===== src/rtl/dma_irq_pkg.sv =====
package dma_irq_pkg;

  // Word offsets of the status interface
  typedef enum logic [3:0] {
    OFS_ANY     = 4'd0,
    OFS_TC      = 4'd1,
    OFS_TC_CLR  = 4'd2,
    OFS_ERR     = 4'd3,
    OFS_ERR_CLR = 4'd4,
    OFS_TC_RAW  = 4'd5,
    OFS_ERR_RAW = 4'd6,
    OFS_ENA     = 4'd7
  } ofs_e;

  // Positions inside each channel configuration word
  localparam int unsigned CFG_ENA_BIT    = 0;
  localparam int unsigned CFG_ERR_IE_BIT = 14;
  localparam int unsigned CFG_TC_IE_BIT  = 15;

endpackage


===== src/rtl/dma_irq_raw_bank.sv =====
module dma_irq_raw_bank #(
  parameter int unsigned N = 8
) (
  input  logic         clk,
  input  logic         rst,
  input  logic [N-1:0] set_i,
  input  logic [N-1:0] clr_i,
  output logic [N-1:0] raw_o
);

  for (genvar i = 0; i < N; i++) begin : g_bit
    always_ff @(posedge clk) begin
      if (rst)           raw_o[i] <= 1'b0;
      else if (set_i[i]) raw_o[i] <= 1'b1;   // set has priority
      else if (clr_i[i]) raw_o[i] <= 1'b0;
    end
  end

endmodule


===== src/rtl/dma_irq_cfg_tap.sv =====
module dma_irq_cfg_tap
  import dma_irq_pkg::*;
#(
  parameter int unsigned N     = 8,
  parameter int unsigned CFG_W = 32
) (
  input  logic             clk,
  input  logic             rst,
  input  logic [N*CFG_W-1:0] cfg_i,
  output logic [N-1:0]     tc_mask_o,
  output logic [N-1:0]     err_mask_o,
  output logic [N-1:0]     ena_o
);

  for (genvar c = 0; c < N; c++) begin : g_ch
    localparam int unsigned BASE = c * CFG_W;
    always_ff @(posedge clk) begin
      if (rst) begin
        tc_mask_o[c]  <= 1'b0;
        err_mask_o[c] <= 1'b0;
        ena_o[c]      <= 1'b0;
      end else begin
        tc_mask_o[c]  <= cfg_i[BASE + CFG_TC_IE_BIT];
        err_mask_o[c] <= cfg_i[BASE + CFG_ERR_IE_BIT];
        ena_o[c]      <= cfg_i[BASE + CFG_ENA_BIT];
      end
    end
  end

endmodule


===== src/rtl/dma_irq_rd_mux.sv =====
module dma_irq_rd_mux
  import dma_irq_pkg::*;
#(
  parameter int unsigned N      = 8,
  parameter int unsigned ADDR_W = 4,
  parameter int unsigned DATA_W = 32
) (
  input  logic              clk,
  input  logic              rst,
  input  logic              rd_en,
  input  logic [ADDR_W-1:0] addr,
  input  logic [N-1:0]      raw_tc,
  input  logic [N-1:0]      raw_err,
  input  logic [N-1:0]      tc_mask,
  input  logic [N-1:0]      err_mask,
  input  logic [N-1:0]      ena,
  output logic [DATA_W-1:0] rdata,
  output logic              rd_valid
);

  logic [N-1:0]      tc_m;
  logic [N-1:0]      err_m;
  logic [N-1:0]      sel;

  assign tc_m  = raw_tc & tc_mask;
  assign err_m = raw_err & err_mask;

  always_comb begin
    case (addr)
      ADDR_W'(OFS_ANY):     sel = tc_m | err_m;
      ADDR_W'(OFS_TC):      sel = tc_m;
      ADDR_W'(OFS_ERR):     sel = err_m;
      ADDR_W'(OFS_TC_RAW):  sel = raw_tc;
      ADDR_W'(OFS_ERR_RAW): sel = raw_err;
      ADDR_W'(OFS_ENA):     sel = ena;
      default:              sel = '0;
    endcase
  end

  always_ff @(posedge clk) begin
    if (rst) begin
      rdata    <= '0;
      rd_valid <= 1'b0;
    end else begin
      rd_valid <= rd_en;
      if (rd_en) rdata <= DATA_W'(sel);
    end
  end

endmodule


===== src/rtl/dma_irq_agg.sv =====
module dma_irq_agg
  import dma_irq_pkg::*;
#(
  parameter int unsigned NUM_CH = 8,
  parameter int unsigned CFG_W  = 32,
  parameter int unsigned ADDR_W = 4,
  parameter int unsigned DATA_W = 32
) (
  input  logic                    clk,
  input  logic                    rst,
  input  logic [NUM_CH-1:0]       tc_set,
  input  logic [NUM_CH-1:0]       err_set,
  input  logic [NUM_CH*CFG_W-1:0] ch_cfg,
  input  logic                    rd_en,
  input  logic                    wr_en,
  input  logic [ADDR_W-1:0]       addr,
  input  logic [DATA_W-1:0]       wdata,
  output logic [DATA_W-1:0]       rdata,
  output logic                    rd_valid,
  output logic                    irq_tc,
  output logic                    irq_err,
  output logic                    irq_any
);

  logic [NUM_CH-1:0] raw_tc;
  logic [NUM_CH-1:0] raw_err;
  logic [NUM_CH-1:0] tc_mask;
  logic [NUM_CH-1:0] err_mask;
  logic [NUM_CH-1:0] ena_vec;
  logic [NUM_CH-1:0] clr_tc;
  logic [NUM_CH-1:0] clr_err;
  logic              wr_tc_clr;
  logic              wr_err_clr;
  logic              unused_in;

  assign unused_in  = ^{wdata, ch_cfg};

  assign wr_tc_clr  = wr_en && (addr == ADDR_W'(OFS_TC_CLR));
  assign wr_err_clr = wr_en && (addr == ADDR_W'(OFS_ERR_CLR));
  assign clr_tc     = wr_tc_clr  ? wdata[NUM_CH-1:0] : '0;
  assign clr_err    = wr_err_clr ? wdata[NUM_CH-1:0] : '0;

  dma_irq_raw_bank #(.N(NUM_CH)) u_tc_bank (
    .clk(clk), .rst(rst), .set_i(tc_set), .clr_i(clr_tc), .raw_o(raw_tc)
  );

  dma_irq_raw_bank #(.N(NUM_CH)) u_err_bank (
    .clk(clk), .rst(rst), .set_i(err_set), .clr_i(clr_err), .raw_o(raw_err)
  );

  dma_irq_cfg_tap #(.N(NUM_CH), .CFG_W(CFG_W)) u_cfg_tap (
    .clk(clk), .rst(rst), .cfg_i(ch_cfg),
    .tc_mask_o(tc_mask), .err_mask_o(err_mask), .ena_o(ena_vec)
  );

  dma_irq_rd_mux #(.N(NUM_CH), .ADDR_W(ADDR_W), .DATA_W(DATA_W)) u_rd_mux (
    .clk(clk), .rst(rst), .rd_en(rd_en), .addr(addr),
    .raw_tc(raw_tc), .raw_err(raw_err), .tc_mask(tc_mask),
    .err_mask(err_mask), .ena(ena_vec),
    .rdata(rdata), .rd_valid(rd_valid)
  );

  // Registered interrupt lines
  always_ff @(posedge clk) begin
    if (rst) begin
      irq_tc  <= 1'b0;
      irq_err <= 1'b0;
      irq_any <= 1'b0;
    end else begin
      irq_tc  <= |(raw_tc & tc_mask);
      irq_err <= |(raw_err & err_mask);
      irq_any <= |((raw_tc & tc_mask) | (raw_err & err_mask));
    end
  end

endmodule


===== config.mk =====
export PLATFORM = sky130hd
export DESIGN_NAME = dma_irq_agg
export DESIGN_NICKNAME = d
export VERILOG_FILES = /design/src/rtl/dma_irq_pkg.sv /design/src/rtl/dma_irq_raw_bank.sv /design/src/rtl/dma_irq_cfg_tap.sv /design/src/rtl/dma_irq_rd_mux.sv /design/src/rtl/dma_irq_agg.sv
export SDC_FILE = /design/constraint.sdc
export NUM_CORES = 1
export LEC_CHECK = 0
export BUFFER_PORTS_ARGS = -buffer_cell sky130_fd_sc_hd__buf_2
export CAP_MARGIN = 25
export CORE_AREA = 2 2 134 136
export CTS_BUF_LIST = sky130_fd_sc_hd__clkbuf_8
export DETAILED_ROUTE_END_ITERATION = 10
export DIE_AREA = 0 0 136 138
export PLACE_DENSITY = 0.49
export SLEW_MARGIN = 25
export SYNTH_ARGS = -nofsm -noshare
export SYNTH_HDL_FRONTEND = slang
export SYNTH_SLANG_ARGS = --single-unit

===== constraint.sdc =====
create_clock -name clk -period 1.6 [get_ports clk]
set_input_delay 0.08 -clock clk [delete_from_list [all_inputs] [get_ports clk]]
set_output_delay 0.08 -clock clk [all_outputs]
set_load 0.05 [all_outputs]

After elaboration in Yosys (flattened, before gate mapping)
Index checks and enable logic that the tools add are counted.
Operators by class
  eq/ne operators: 7
  multiplexer cells: 35
  reductions and logical operators: 22
  bitwise logic cells: 3
Operators with widths (number)
  $pmux 8 s6: 1
  $mux 1: 32
  $reduce_bool 2->1: 16
  $reduce_or 8->1: 3
  $and 8x8->8: 2
  $eq 4x3->1 const B: 4
  $mux 8: 2
  $eq 4x2->1 const B: 2
  $or 8x8->8: 1
  $eq 4x1->1 const B: 1
  $logic_not 4->1: 1
  $logic_and 1x1->1: 2
Word-level totals
  logic and storage cells: 112
  input bits: 312
  bits in registers: 52

Longest topological paths before layout
  depth after elaboration: 5
  depth in mapped cells: 6
  depth with buffers taken out: 4

Cells and area by module
From an unflattened synthesis, not the netlist that was laid out.
Unflattened totals
  cells, all modules: 277
  area, all modules: 2771.4 µm²
Modules (own cells, without submodules)
  dma_irq_rd_mux: seq. area each 180.2 µm², times used 1, area an instance 1022.2 µm², cells each 128
  dma_irq_raw_bank: seq. area each 160.2 µm², times used 2, area an instance 381.6 µm², cells each 33
  dma_irq_cfg_tap: seq. area each 480.5 µm², times used 1, area an instance 693.2 µm², cells each 50
  dma_irq_agg: seq. area each 60.1 µm², times used 1, area an instance 292.8 µm², cells each 33

Worst setup path before layout
No wires, ideal clock.
  kind: register to register
  start point: register, netlist name u_rd_mux.rdata[7]
  end point: register u_rd_mux.rdata[7]
  library setup time: 0.086 ns
  arrival: 1.124 ns
  required time: 1.514 ns
  path buffers: 0
  stages on the path, launching flop included: 4
  path slack: 0.390 ns
  cell sequence: dfxtp_1 > nand2_1 > and3_1 > a221oi_2
RTL lines
  end signal, assigned: line dma_irq_rd_mux.sv:46  | if (rd_en) rdata <= DATA_W'(sel);
  end, declared: line dma_irq_rd_mux.sv:17  | output logic [DATA_W-1:0] rdata,

Final worst setup path
  start point: register u_err_bank.raw_o[3]
  end point: register u_rd_mux.rdata[3]
Between the ends
  longest elaborated chain between the ends: 3
RTL lines
  start, declared: line dma_irq_raw_bank.sv:8  | output logic [N-1:0] raw_o
  start signal, assigned by index: line dma_irq_raw_bank.sv:13  | if (rst) raw_o[i] <= 1'b0;
  start signal, assigned by index: line dma_irq_raw_bank.sv:14  | else if (set_i[i]) raw_o[i] <= 1'b1;
  start signal, assigned by index: line dma_irq_raw_bank.sv:15  | else if (clr_i[i]) raw_o[i] <= 1'b0;
  $and 8x8->8: line dma_irq_rd_mux.sv:26  | assign err_m = raw_err & err_mask;
  $or 8x8->8: line dma_irq_rd_mux.sv:30  | ADDR_W'(OFS_ANY): sel = tc_m | err_m;
  $pmux 8 s6 *: line dma_irq_rd_mux.sv:29  | case (addr)
Every way passes the cells marked *; elsewhere a longest branch is shown, timed or not.
A chain may end at the register's enable or synchronous reset.

==> results.yml <==
placement:
  dp.cells: 567
  dpl.hpwl_microns: 6420
  place.gp.congestion: 0.842
  portBuffers: 67
synthesis:
  synth_top_area_share_pct: 42.2
  synth_seq_area_share_pct: 42.2
  avgSynthCellArea_sq_um: 9.03
  synth_cells: 273
  yosysWarnings: 0
  synth_area_leaders: "dfxtp_1 (42%), buf_4 (7.6%), nor2b_1 (6.9%), a21oi_1 (4.1%), nand3_1 (3.9%)"
  ys_ff_latch: 52
  synthArstFlopShare_pct: 0
  syn_area_sq_mm: 0.00246
  synth_edf_count: 0
  synth_top_area_cell: "dfxtp_1"
  ys.flop_type: "dfxtp_1"
  ys_types: 46
final_layout:
  final_common_cell: "buf_2"
  seqCellArea_sq_mm: 0.00104
  most-common-layout-cells: "buf_2 (67), dfxtp_1 (52), nor2b_1 (27), nor2_1 (25), conb_1 (24)"
  fillerInstances: 2025
  fin_nets: 675
  multi_input_area_sq_mm: 0.00121
  areaGrowthSynthToFinish_pct: 33.4
  drive_above_1_share_pct: 29.4
  fin_cells: 594
timing:
  finalHoldViolCount: 1
  final_max_slew_viol_count: 0
  rsz0062_at_grt: "no"
  fin_skew_ps: 8.14
  setup_violations: 0
  fmax_ghz: 0.686
  setup_tns_ps: 0
  whs_ps: -7.74
  period_share_pct: 91.1
  fin_crit_ps: 1460
detailed_routing:
  drc: 0
  totalWireLength_microns: 8020
  ant_nets: 0
  avgRoutedWirePerCell_microns: 13.5
  first_pass_iters: 6
  dr_total_vias: 2239
  viasPerCell: 3.77
  drtIter0Drc: 118
clock_tree:
  cts_htree_levels: 2
  cts_resized: 0
  cts-buffers-inserted: 5
  cts.clk_slew.worst_paths_ps: 100
  cts_setup_buffers: 0
  ctsHoldBuffers: 17
  cts-root-buf: "clkbuf_8"
  clk_latency_ps: 300
  cts.sink_count: 52
  cts_tree: "built"
  clock_path_buffers: 2
critical_path:
  crit_chain: "mux2_1 -> a221oi_1 -> buf_4 -> o32ai_1"
  worstSetupPathType: "flop to flop"
  crit_path_end: "u_rd_mux.rdata[3]$_SDFFE_PP0P_"
  crit_fanout: 3
  cp_slowest_cell: "a221oi_1"
  crit_required_ps: 1790
  r2r_end: "u_rd_mux.rdata[3]$_SDFFE_PP0P_"
  crit_start: "u_err_bank.raw_o[3]$_SDFFE_PP0P_"
  crit_arrival_ps: 1650
  rr_startpoint: "u_err_bank.raw_o[3]$_SDFFE_PP0P_"
  reg2reg_depth: 4
  r2r_setup_slack_ps: 140
  slowest_delay_ps: 430
  setup.worst_path.end_class: "flop"
  cp-start-kind: "flop"
grt:
  grt_max_degree: 39
  grtUsageTotal_pct: 8.47
  antenna_found_initial: 0
  grt_pass1_wl_microns: 12400
  grt-ovfl-total: 0
  grt_pass1_vias: 2248
power:
  fin_total_pwr_mw: 2.74
  ir_drop_mv: 0.379
  leakage_nw: 1.33
  power_density_mw_per_mm2: 832
die:
  dieArea_sq_mm: 0.0188
  die_w_microns: 136
  pin_count: 348
  initial_utilization_pct: 14.1
  die_h_microns: 138
  fp-row-count: 49
  core_sq_mm: 0.0175
worst_hold_path:
  hold_class: "primary input to flop"
run:
  maxCapViolCount: 0
run_status:
  status: "complete, but fails checks"
  violations: "negative hold slack"
-- worst min-delay path by stage --
| stage | start | endpoint | slack (ps) | cells past startpoint |
|---|---|---|---|---|
| floorplan | err_set[0] | u_err_bank.raw_o[0]$_SDFFE_PP0P_ | 200 | 2 |
| global placement | tc_set[1] | u_tc_bank.raw_o[1]$_SDFFE_PP0P_ | 290 | 3 |
| detailed placement | err_set[5] | u_err_bank.raw_o[5]$_SDFFE_PP0P_ | 290 | 3 |
| CTS | tc_set[5] | u_tc_bank.raw_o[5]$_SDFFE_PP0P_ | 1 | 3 |
| global route | ch_cfg[110] | u_cfg_tap.err_mask_o[3]$_SDFF_PP0_ | 0.2 | 2 |
| finish | ch_cfg[111] | u_cfg_tap.tc_mask_o[3]$_SDFF_PP0_ | -8 | 2 |
-- power breakdown --
group | switching, mW | leakage, nW | internal (mW) | total [mW]
Sequential | 0.0520 | 0.432 | 1.37 | 1.42
Combinational | 0.367 | 0.853 | 0.203 | 0.571
Clock | 0.441 | 0.0455 | 0.306 | 0.746
Total | 0.860 | 1.33 | 1.88 | 2.74
-- registers in the layout, summed over array words and instances, names as in the netlist --
name	flops
irq_tc	1
u_err_bank.raw_o	8
u_rd_mux.rd_valid	1
irq_any	1
u_tc_bank.raw_o	8
u_cfg_tap.tc_mask_o	8
u_cfg_tap.err_mask_o	8
u_rd_mux.rdata	8
irq_err	1
u_cfg_tap.ena_o	8
-- cells in the mapped netlist, types with 2 or more instances --
master     n
dfxtp_1   52
nor2b_1   27
buf_4     25
nor2_1    25
a21oi_1   20
nand2_1   20
nand3_1   19
clkbuf_1   7
inv_1      5
buf_2      4
mux2_2     4
nand4_1    4
o21ai_0    4
o32ai_1    4
a221oi_2   3
a22oi_1    3
a32o_1     3
buf_6      3
mux2i_1    3
nor3_1     3
o22ai_1    3
a221oi_1   2
a31oi_1    2
a32oi_1    2
and4b_1    2
mux2_1     2
nand2b_1   2
nand3b_1   2
-- layer usage --
metal,track usage [%],wire (microns),part of all wire (%)
met5,0,0,0
met4,0.987,21,0.26
met3,2.05,480,6.0
met2,14.4,3920,49
met1,11.1,3600,45
-- kinds of logic after synthesis --
family,synth area share (%)
AO/OA/AOI/OAI,14.3
XOR/XNOR,0.711
buffers and inverters,12.2
flip-flops,42.2
multiplexers,4.57
other,0.152
AND/OR/NAND/NOR,25.8
-- critical path, delay by kind of cell, from the launching register on --
kind	cells	cell delay (ps)
muxes	1	310
buffers and inverters	1	190
DFF	1	350
AOI/OAI and AO/OA	2	490
-- through the flow --
stage / setup slack, ps / utilization (%) / area [sq um] / hold slack (ps)
finish: 143 / 18.7 / 3290 / -7.74
global route: 135 / 18.7 / 3280 / 0.228
floorplan: 390 / - / 2550 / 197
detailed placement: 38.6 / 17.2 / 3020 / 293
global placement: 49.8 / 17.2 / 3020 / 288
CTS: 157 / 18.7 / 3270 / 1.29
-- area by class of cell --
cell class              count  area share, %
flip-flops and latches     52           31.7
multi-input cells         199           36.8
repair buffers            100           19.5
diodes                      1         0.0761
well taps                 229           8.72
clock buffers               5           2.09
inverters                   5          0.571
clock inverters             3          0.609
Power figures use the tool's default switching activity.
